<file path="src/rtl/srx_pkg.sv">
package srx_pkg;

  localparam int DATA_MAX = 8;
  localparam int IDX_W    = $clog2(DATA_MAX);

  typedef enum logic [2:0] {
    ST_WARM,
    ST_IDLE,
    ST_START,
    ST_DATA,
    ST_PAR,
    ST_STOP
  } rxState_t;

  // strobes from control to datapath, valid for exactly one clock
  typedef struct packed {
    logic             clearShift;
    logic             capData;
    logic             capParity;
    logic             finish;
    logic [IDX_W-1:0] bitIdx;
    logic             parOdd;
  } rxStrobe_t;

endpackage

</file>
<file path="src/rtl/srx_ctrl.sv">
module srx_ctrl
  import srx_pkg::*;
#(
  parameter int OVS = 16
) (
  input  logic      clk,
  input  logic      rstN,
  input  logic      baudTick,
  input  logic      rxSync,
  input  logic      cfgEightBit,
  input  logic      cfgParityEn,
  input  logic      cfgParityOdd,
  output rxStrobe_t strobe
);

  localparam int SUB_W    = $clog2(OVS);
  localparam int HALF     = OVS / 2;
  localparam int WARM_MAX = (DATA_MAX + 1) * OVS;
  localparam int WARM_W   = $clog2(WARM_MAX + 1);

  rxState_t          state;
  logic [SUB_W-1:0]  subCnt;
  logic [WARM_W-1:0] warmCnt;
  logic [WARM_W-1:0] warmTarget;
  logic [IDX_W-1:0]  bitIdx;
  logic [IDX_W-1:0]  lastIdx;
  logic              prevLine;
  logic              latEight;
  logic              latParEn;
  logic              latParOdd;
  logic              bitEnd;
  logic              startEdge;

  assign warmTarget = cfgEightBit ? WARM_W'(WARM_MAX) : WARM_W'(DATA_MAX * OVS);
  assign lastIdx    = latEight ? IDX_W'(DATA_MAX - 1) : IDX_W'(DATA_MAX - 2);
  assign bitEnd     = (subCnt == SUB_W'(OVS - 1));
  assign startEdge  = (state == ST_IDLE) && prevLine && !rxSync;

  always_ff @(posedge clk or negedge rstN) begin
    if (!rstN) begin
      state     <= ST_WARM;
      subCnt    <= '0;
      warmCnt   <= '0;
      bitIdx    <= '0;
      prevLine  <= 1'b1;
      latEight  <= 1'b1;
      latParEn  <= 1'b0;
      latParOdd <= 1'b0;
    end else if (baudTick) begin
      case (state)
        ST_WARM: begin
          if (!rxSync) begin
            warmCnt <= '0;
          end else if (warmCnt == warmTarget - 1'b1) begin
            warmCnt  <= '0;
            prevLine <= 1'b1;
            state    <= ST_IDLE;
          end else begin
            warmCnt <= warmCnt + 1'b1;
          end
        end
        ST_IDLE: begin
          prevLine <= rxSync;
          if (startEdge) begin
            subCnt    <= '0;
            latEight  <= cfgEightBit;
            latParEn  <= cfgParityEn;
            latParOdd <= cfgParityOdd;
            state     <= ST_START;
          end
        end
        ST_START: begin
          if (subCnt == SUB_W'(HALF - 1)) begin
            subCnt <= '0;
            bitIdx <= '0;
            if (rxSync) begin
              prevLine <= 1'b1;
              state    <= ST_IDLE;
            end else begin
              state <= ST_DATA;
            end
          end else begin
            subCnt <= subCnt + 1'b1;
          end
        end
        ST_DATA: begin
          if (bitEnd) begin
            subCnt <= '0;
            if (bitIdx == lastIdx) begin
              state <= latParEn ? ST_PAR : ST_STOP;
            end else begin
              bitIdx <= bitIdx + 1'b1;
            end
          end else begin
            subCnt <= subCnt + 1'b1;
          end
        end
        ST_PAR: begin
          if (bitEnd) begin
            subCnt <= '0;
            state  <= ST_STOP;
          end else begin
            subCnt <= subCnt + 1'b1;
          end
        end
        ST_STOP: begin
          if (bitEnd) begin
            subCnt   <= '0;
            prevLine <= rxSync;
            state    <= ST_IDLE;
          end else begin
            subCnt <= subCnt + 1'b1;
          end
        end
        default: state <= ST_WARM;
      endcase
    end
  end

  always_comb begin
    strobe            = '0;
    strobe.clearShift = baudTick && startEdge;
    strobe.capData    = baudTick && (state == ST_DATA) && bitEnd;
    strobe.capParity  = baudTick && (state == ST_PAR) && bitEnd;
    strobe.finish     = baudTick && (state == ST_STOP) && bitEnd;
    strobe.bitIdx     = bitIdx;
    strobe.parOdd     = latParOdd;
  end


  warm_exit_high_chk: assert property (@(posedge clk) disable iff (!rstN)
    (state == ST_IDLE && $past(state) == ST_WARM) |-> $past(rxSync));


  glitch_return_chk: assert property (@(posedge clk) disable iff (!rstN)
    (state == ST_START && baudTick && subCnt == SUB_W'(HALF - 1) && rxSync)
      |=> (state == ST_IDLE));


  cfg_hold_chk: assert property (@(posedge clk) disable iff (!rstN)
    (state inside {ST_DATA, ST_PAR, ST_STOP} && $past(state) != ST_IDLE)
      |-> ($stable(latEight) && $stable(latParEn) && $stable(latParOdd)));

endmodule

</file>
<file path="src/rtl/srx_dpath.sv">
module srx_dpath
  import srx_pkg::*;
#(
  parameter int SYNC_STAGES = 2
) (
  input  logic                clk,
  input  logic                rstN,
  input  logic                rxLine,
  input  rxStrobe_t           strobe,
  input  logic                rdStrobe,
  input  logic                errClear,
  output logic                rxSync,
  output logic [DATA_MAX-1:0] rdData,
  output logic                rdValid,
  output logic                errOverrun,
  output logic                errParity,
  output logic                errFraming
);

  logic [SYNC_STAGES-1:0] syncReg;
  logic [DATA_MAX-1:0]    shiftReg;
  logic                   parBad;
  logic                   bufBusy;
  logic                   setOverrun;
  logic                   setParity;
  logic                   setFraming;

  always_ff @(posedge clk or negedge rstN) begin
    if (!rstN) syncReg[0] <= 1'b1;
    else       syncReg[0] <= rxLine;
  end

  for (genvar s = 1; s < SYNC_STAGES; s++) begin : g_sync
    always_ff @(posedge clk or negedge rstN) begin
      if (!rstN) syncReg[s] <= 1'b1;
      else       syncReg[s] <= syncReg[s-1];
    end
  end

  assign rxSync = syncReg[SYNC_STAGES-1];

  always_ff @(posedge clk or negedge rstN) begin
    if (!rstN) begin
      shiftReg <= '0;
      parBad   <= 1'b0;
    end else if (strobe.clearShift) begin
      shiftReg <= '0;
      parBad   <= 1'b0;
    end else if (strobe.capData) begin
      shiftReg[strobe.bitIdx] <= rxSync;
    end else if (strobe.capParity) begin
      parBad <= ((^shiftReg) ^ rxSync) != strobe.parOdd;
    end
  end

  assign bufBusy    = rdValid && !rdStrobe;
  assign setOverrun = strobe.finish && bufBusy;
  assign setParity  = strobe.finish && parBad;
  assign setFraming = strobe.finish && !rxSync;

  always_ff @(posedge clk or negedge rstN) begin
    if (!rstN) begin
      rdData  <= '0;
      rdValid <= 1'b0;
    end else if (strobe.finish && !bufBusy) begin
      rdData  <= shiftReg;
      rdValid <= 1'b1;
    end else if (rdStrobe) begin
      rdValid <= 1'b0;
    end
  end

  always_ff @(posedge clk or negedge rstN) begin
    if (!rstN) begin
      errOverrun <= 1'b0;
      errParity  <= 1'b0;
      errFraming <= 1'b0;
    end else begin
      errOverrun <= setOverrun || (errOverrun && !errClear);
      errParity  <= setParity  || (errParity  && !errClear);
      errFraming <= setFraming || (errFraming && !errClear);
    end
  end


  overrun_flag_chk: assert property (@(posedge clk) disable iff (!rstN)
    (strobe.finish && rdValid && !rdStrobe) |=> errOverrun);


  overrun_keep_chk: assert property (@(posedge clk) disable iff (!rstN)
    (strobe.finish && rdValid && !rdStrobe) |=> ($stable(rdData) && rdValid));


  framing_flag_chk: assert property (@(posedge clk) disable iff (!rstN)
    (strobe.finish && !rxSync) |=> errFraming);


  parity_flag_chk: assert property (@(posedge clk) disable iff (!rstN)
    (strobe.finish && parBad) |=> errParity);


  read_clear_chk: assert property (@(posedge clk) disable iff (!rstN)
    (rdStrobe && !strobe.finish) |=> !rdValid);


  sticky_chk: assert property (@(posedge clk) disable iff (!rstN)
    (errFraming && !errClear) |=> errFraming);

endmodule

</file>
<file path="src/rtl/serial_rx.sv">
module serial_rx
  import srx_pkg::*;
#(
  parameter int OVS         = 16,
  parameter int SYNC_STAGES = 2
) (
  input  logic                clk,
  input  logic                rstN,
  input  logic                rxLine,
  input  logic                baudTick,
  input  logic                cfgEightBit,
  input  logic                cfgParityEn,
  input  logic                cfgParityOdd,
  input  logic                rdStrobe,
  input  logic                errClear,
  output logic [DATA_MAX-1:0] rdData,
  output logic                rdValid,
  output logic                errOverrun,
  output logic                errParity,
  output logic                errFraming
);

  rxStrobe_t strobe;
  logic      rxSync;

  srx_ctrl #(.OVS(OVS)) u_ctrl (
    .clk          (clk),
    .rstN         (rstN),
    .baudTick     (baudTick),
    .rxSync       (rxSync),
    .cfgEightBit  (cfgEightBit),
    .cfgParityEn  (cfgParityEn),
    .cfgParityOdd (cfgParityOdd),
    .strobe       (strobe)
  );

  srx_dpath #(.SYNC_STAGES(SYNC_STAGES)) u_dpath (
    .clk        (clk),
    .rstN       (rstN),
    .rxLine     (rxLine),
    .strobe     (strobe),
    .rdStrobe   (rdStrobe),
    .errClear   (errClear),
    .rxSync     (rxSync),
    .rdData     (rdData),
    .rdValid    (rdValid),
    .errOverrun (errOverrun),
    .errParity  (errParity),
    .errFraming (errFraming)
  );

endmodule

</file>
<file path="config.mk">
export PLATFORM = sky130hd
export DESIGN_NAME = serial_rx
export DESIGN_NICKNAME = d
export VERILOG_FILES = /design/src/rtl/srx_pkg.sv /design/src/rtl/srx_ctrl.sv /design/src/rtl/srx_dpath.sv /design/src/rtl/serial_rx.sv
export SDC_FILE = /design/constraint.sdc
export NUM_CORES = 1
export LEC_CHECK = 0
export BUFFER_PORTS_ARGS = -buffer_cell sky130_fd_sc_hd__buf_4
export CORE_MARGIN = 2
export CORE_UTILIZATION = 30
export CTS_BUF_LIST = sky130_fd_sc_hd__clkbuf_8
export CTS_CLUSTER_SIZE = 24
export DETAILED_ROUTE_END_ITERATION = 10
export PLACE_DENSITY = 0.43
export SLEW_MARGIN = 10
export SYNTH_ARGS = -nofsm -noshare
export SYNTH_HDL_FRONTEND = slang
export SYNTH_SLANG_ARGS = --single-unit
</file>
<file path="constraint.sdc">
create_clock -name clk -period 4.4 [get_ports clk]
set_input_delay 0.66 -clock clk [delete_from_list [all_inputs] [get_ports clk]]
set_output_delay 0.66 -clock clk [all_outputs]
set_load 0.03 [all_outputs]
</file>
==> results.toml <==
[global_route]
grt_pass1_wl_um = 9287
gr-total-overflow = 0
grt_pass1_vias = 1766
antenna_found_initial = 0
grt_start_max_net_pins = 46
grtUsageTotal = 0.1387

[setup_path]
worstReg2RegEnd = "u_dpath.rdData[2]"
worst-path-stages = 5
crit_family = "simple AND/OR/NAND/NOR gates"
r2r_slack_ns = 2.03
r2r_cells = 5
path_cells = "ha_1 > and3_1 > nand4_1 > nor2b_1 > mux2_2"
cp.arrival_ns = 2.57
setup.worst_path.end = "u_dpath.rdData[2]"
critical_path_required_ns = 4.60
critPathSlowestCell = "nor2b_1"
critical_path.max_fanout = 8
timing.rr.start = "u_ctrl.subCnt[0]"
end_kind = "register"
cp-startpoint = "u_ctrl.subCnt[0]"
crit_type = "register to register"
critical-path-max-stage-delay_ns = 0.66
startpoint_type = "register"
crit_buf_inv = 0

[outcome]
status = "complete, no violations"

[clock_tree]
clk-insertion-delay-late_ns = 0.30
post_cts_buffers = 0
htree_num_levels = 2
cts.path.max_buffers = 2
cts-buffers-inserted = 5
cts_resized = 0
cts_tree = "built"
clock_sinks = 45
hold_buffers = 0
clk_pin_slew_worst_paths_ns = 0.09
root_buffer = "clkbuf_8"

[timing]
tightest_slew_ns = 0.7202
min_period_over_period = 0.5397
worst_slack_ns = 2.025
clock.fmax_mhz = 421.1
finalSetupTns_ns = 0
finalMaxSlewViolations = 0
clock-skew-final_ns = 0.008252
setup_viol = 0
slew_headroom = 0.5189
layout_min_cycle_time_ns = 2.375
rsz0062_at_grt = "false"
hold_viol_final = 0

[pwr]
clock_power_share = 0.406
net-switching-power_uw = 190.5
power.share.switching = 0.2374
internal_power_uw = 612.0
powerDensity_nw_per_um2 = 297.8
leakage_uw = 0.001217
power_frac_comb = 0.055
p_seq_frac = 0.540
ir_worst_vdd_mv = 0.09677

[logic_synthesis]
yosysSeqAreaShare = 0.4788
syn_inst = 242
synth_top_area_frac = 0.4343
yosysMostFrequentCell = "nand2_1"
yosys.area.top_type = "dfrtp_1"
synth_warnings = 0
synth_ff_type = "dfrtp_1"
async_flop_share = 1.000
synth-edff-count = 0
synth_commonest_cells = "nand2_1, dfrtp_1, o21ai_0, nor2_1"
syn_avg_cell_area_um2 = 9.761
synth_fp_nets = 254
synth_top_cells_by_area = "dfrtp_1, nand2_1, dfstp_2"
synth_cell_types = 51
ys_ff_latch = 45
syn_area_um2 = 2362

[floorplanning]
dieHeight_um = 92.74
die_w_um = 92.74
rows = 32
die-area_um2 = 8600
core-area_um2 = 7687
io_pins = 21
start_util = 0.3073

[layout]
fill_cells = 821
multi_input_area_um2 = 1134
fin_nets = 269
area_delta_synth_final_pct = 14.09
seq_area_um2 = 1131
drive_gt1_frac = 0.1860
antennaDiodeCount = 0

[detailed_routing]
wl_um = 5300
antenna_left = 0
wl_per_cell_um = 14.72
first_pass_iters = 4
vias_per_cell = 4.950
dr.first_iter.drc_count = 121
num_vias = 1782
drc = 0

[place]
io_buffers = 20
hpwl_um = 3558
pre_cts_slack_ns = 2.016
gp_congestion = 0.8056

[flow_run]
maxCapViolations = 0

[min_path]
hp-class = "input port to async pin"
-- through the flow --
stage          total power (µW)    util  instance area (µm²)  std cells  hold WS, ns
2_1_floorplan             465.0       -                 2362        242       0.3452
6_report                  802.5  0.3506                 2695        360       0.3507
5_1_grt                   847.2  0.3506                 2695        360       0.3705
3_3_place_gp              486.0  0.3356                 2580        352       0.3459
3_5_place_dp              486.6  0.3356                 2580        352       0.3491
4_1_cts                   819.6  0.3506                 2695        360       0.3591
-- worst register-to-register path: stages, from the launching register on --
cell and delay (ns):
dfrtp_1 0.39, ha_1 0.29, and3_1 0.28, nand4_1 0.24, nor2b_1 0.66, mux2_2 0.41
-- worst min-delay path by stage --
stage / startpoint / endpoint / slack (ns) / depth (start not counted)
after floorplan: u_dpath.syncReg[0] / u_dpath.rxSync / 0.35 / 0
after global placement: u_dpath.syncReg[0] / u_dpath.rxSync / 0.35 / 0
after detailed placement: u_dpath.syncReg[0] / u_dpath.rxSync / 0.35 / 0
after CTS: u_dpath.syncReg[0] / u_dpath.rxSync / 0.36 / 0
after global routing: u_dpath.syncReg[0] / u_dpath.rxSync / 0.37 / 0
final: rstN / u_ctrl.warmCnt[6] / 0.35 / 1
-- registers in the layout (all words and copies together) (netlist names) --
signal / cells
u_ctrl.warmCnt: 8
u_dpath.errFraming: 1
u_ctrl.latParOdd: 1
u_dpath.shiftReg: 8
u_ctrl.bitIdx: 3
u_dpath.errOverrun: 1
u_ctrl.latParEn: 1
u_dpath.errParity: 1
u_dpath.parBad: 1
u_ctrl.subCnt: 4
u_ctrl.prevLine: 1
u_ctrl.latEight: 1
u_dpath.rxSync: 1
u_dpath.syncReg: 1
u_dpath.rdData: 8
u_dpath.rdValid: 1
u_ctrl.state: 3
-- cell type report --
| cell class | instances | share of cell area |
|---|---|---|
| clock buffer | 5 | 0.02553 |
| sequential | 45 | 0.4197 |
| multi-input combinational | 175 | 0.4206 |
| inverter | 10 | 0.01393 |
| clock inverter | 3 | 0.01718 |
| timing repair buffer | 20 | 0.05571 |
| tap | 102 | 0.04735 |
-- power by group through the flow --
stage	clock network [µW]	logic [µW]	registers (µW)
after floorplan	0	27.6	437
after global placement	0	44.9	441
after detailed placement	0	45.4	441
after CTS	341	45.6	433
after global routing	361	50.9	435
final	325	43.9	433
-- logic make-up (layout without fill, tap and decap cells) --
| family | after synthesis | in the layout | synth area share |
|---|---|---|---|
| mux | 16 | 16 | 0.07786 |
| flops | 45 | 45 | 0.4788 |
| compound gates | 48 | 48 | 0.1377 |
| fa+ha+maj | 3 | 3 | 0.01589 |
| xor+xnor | 11 | 11 | 0.04078 |
| simple gates | 97 | 97 | 0.2076 |
| buf+inv | 22 | 38 | 0.04132 |
-- routing by layer --
metal	wire (µm)	share of wire	global-route usage
met1	2768	0.52	0.2036
met5	0	0	0
met3	205	0.039	0.03743
met2	2259	0.43	0.1977
met4	66	0.012	0.04412
-- placed cells by master (no fill, tap or decap), drive strengths merged, types with 2 or more instances in the layout --
cell	synthesis	layout
and4	2	2
nand2	42	42
nor3	4	4
o41ai	2	2
a22o	4	4
inv	10	10
a21oi	8	8
o31ai	2	2
o22ai	4	4
ha	3	3
mux2	9	9
dfrtp	41	41
and3	4	4
nor2b	2	2
or2	2	2
dfstp	4	4
buf	5	20
clkbuf	7	5
a211oi	2	2
or4	2	2
nor3b	2	2
nand3b	3	3
xnor2	10	10
mux2i	7	7
and2	2	2
nand2b	5	5
nand3	7	7
nand4	2	2
nor2	11	11
or3	2	2
o21ai	15	15
Note: power is estimated with default switching activity, not from simulation.
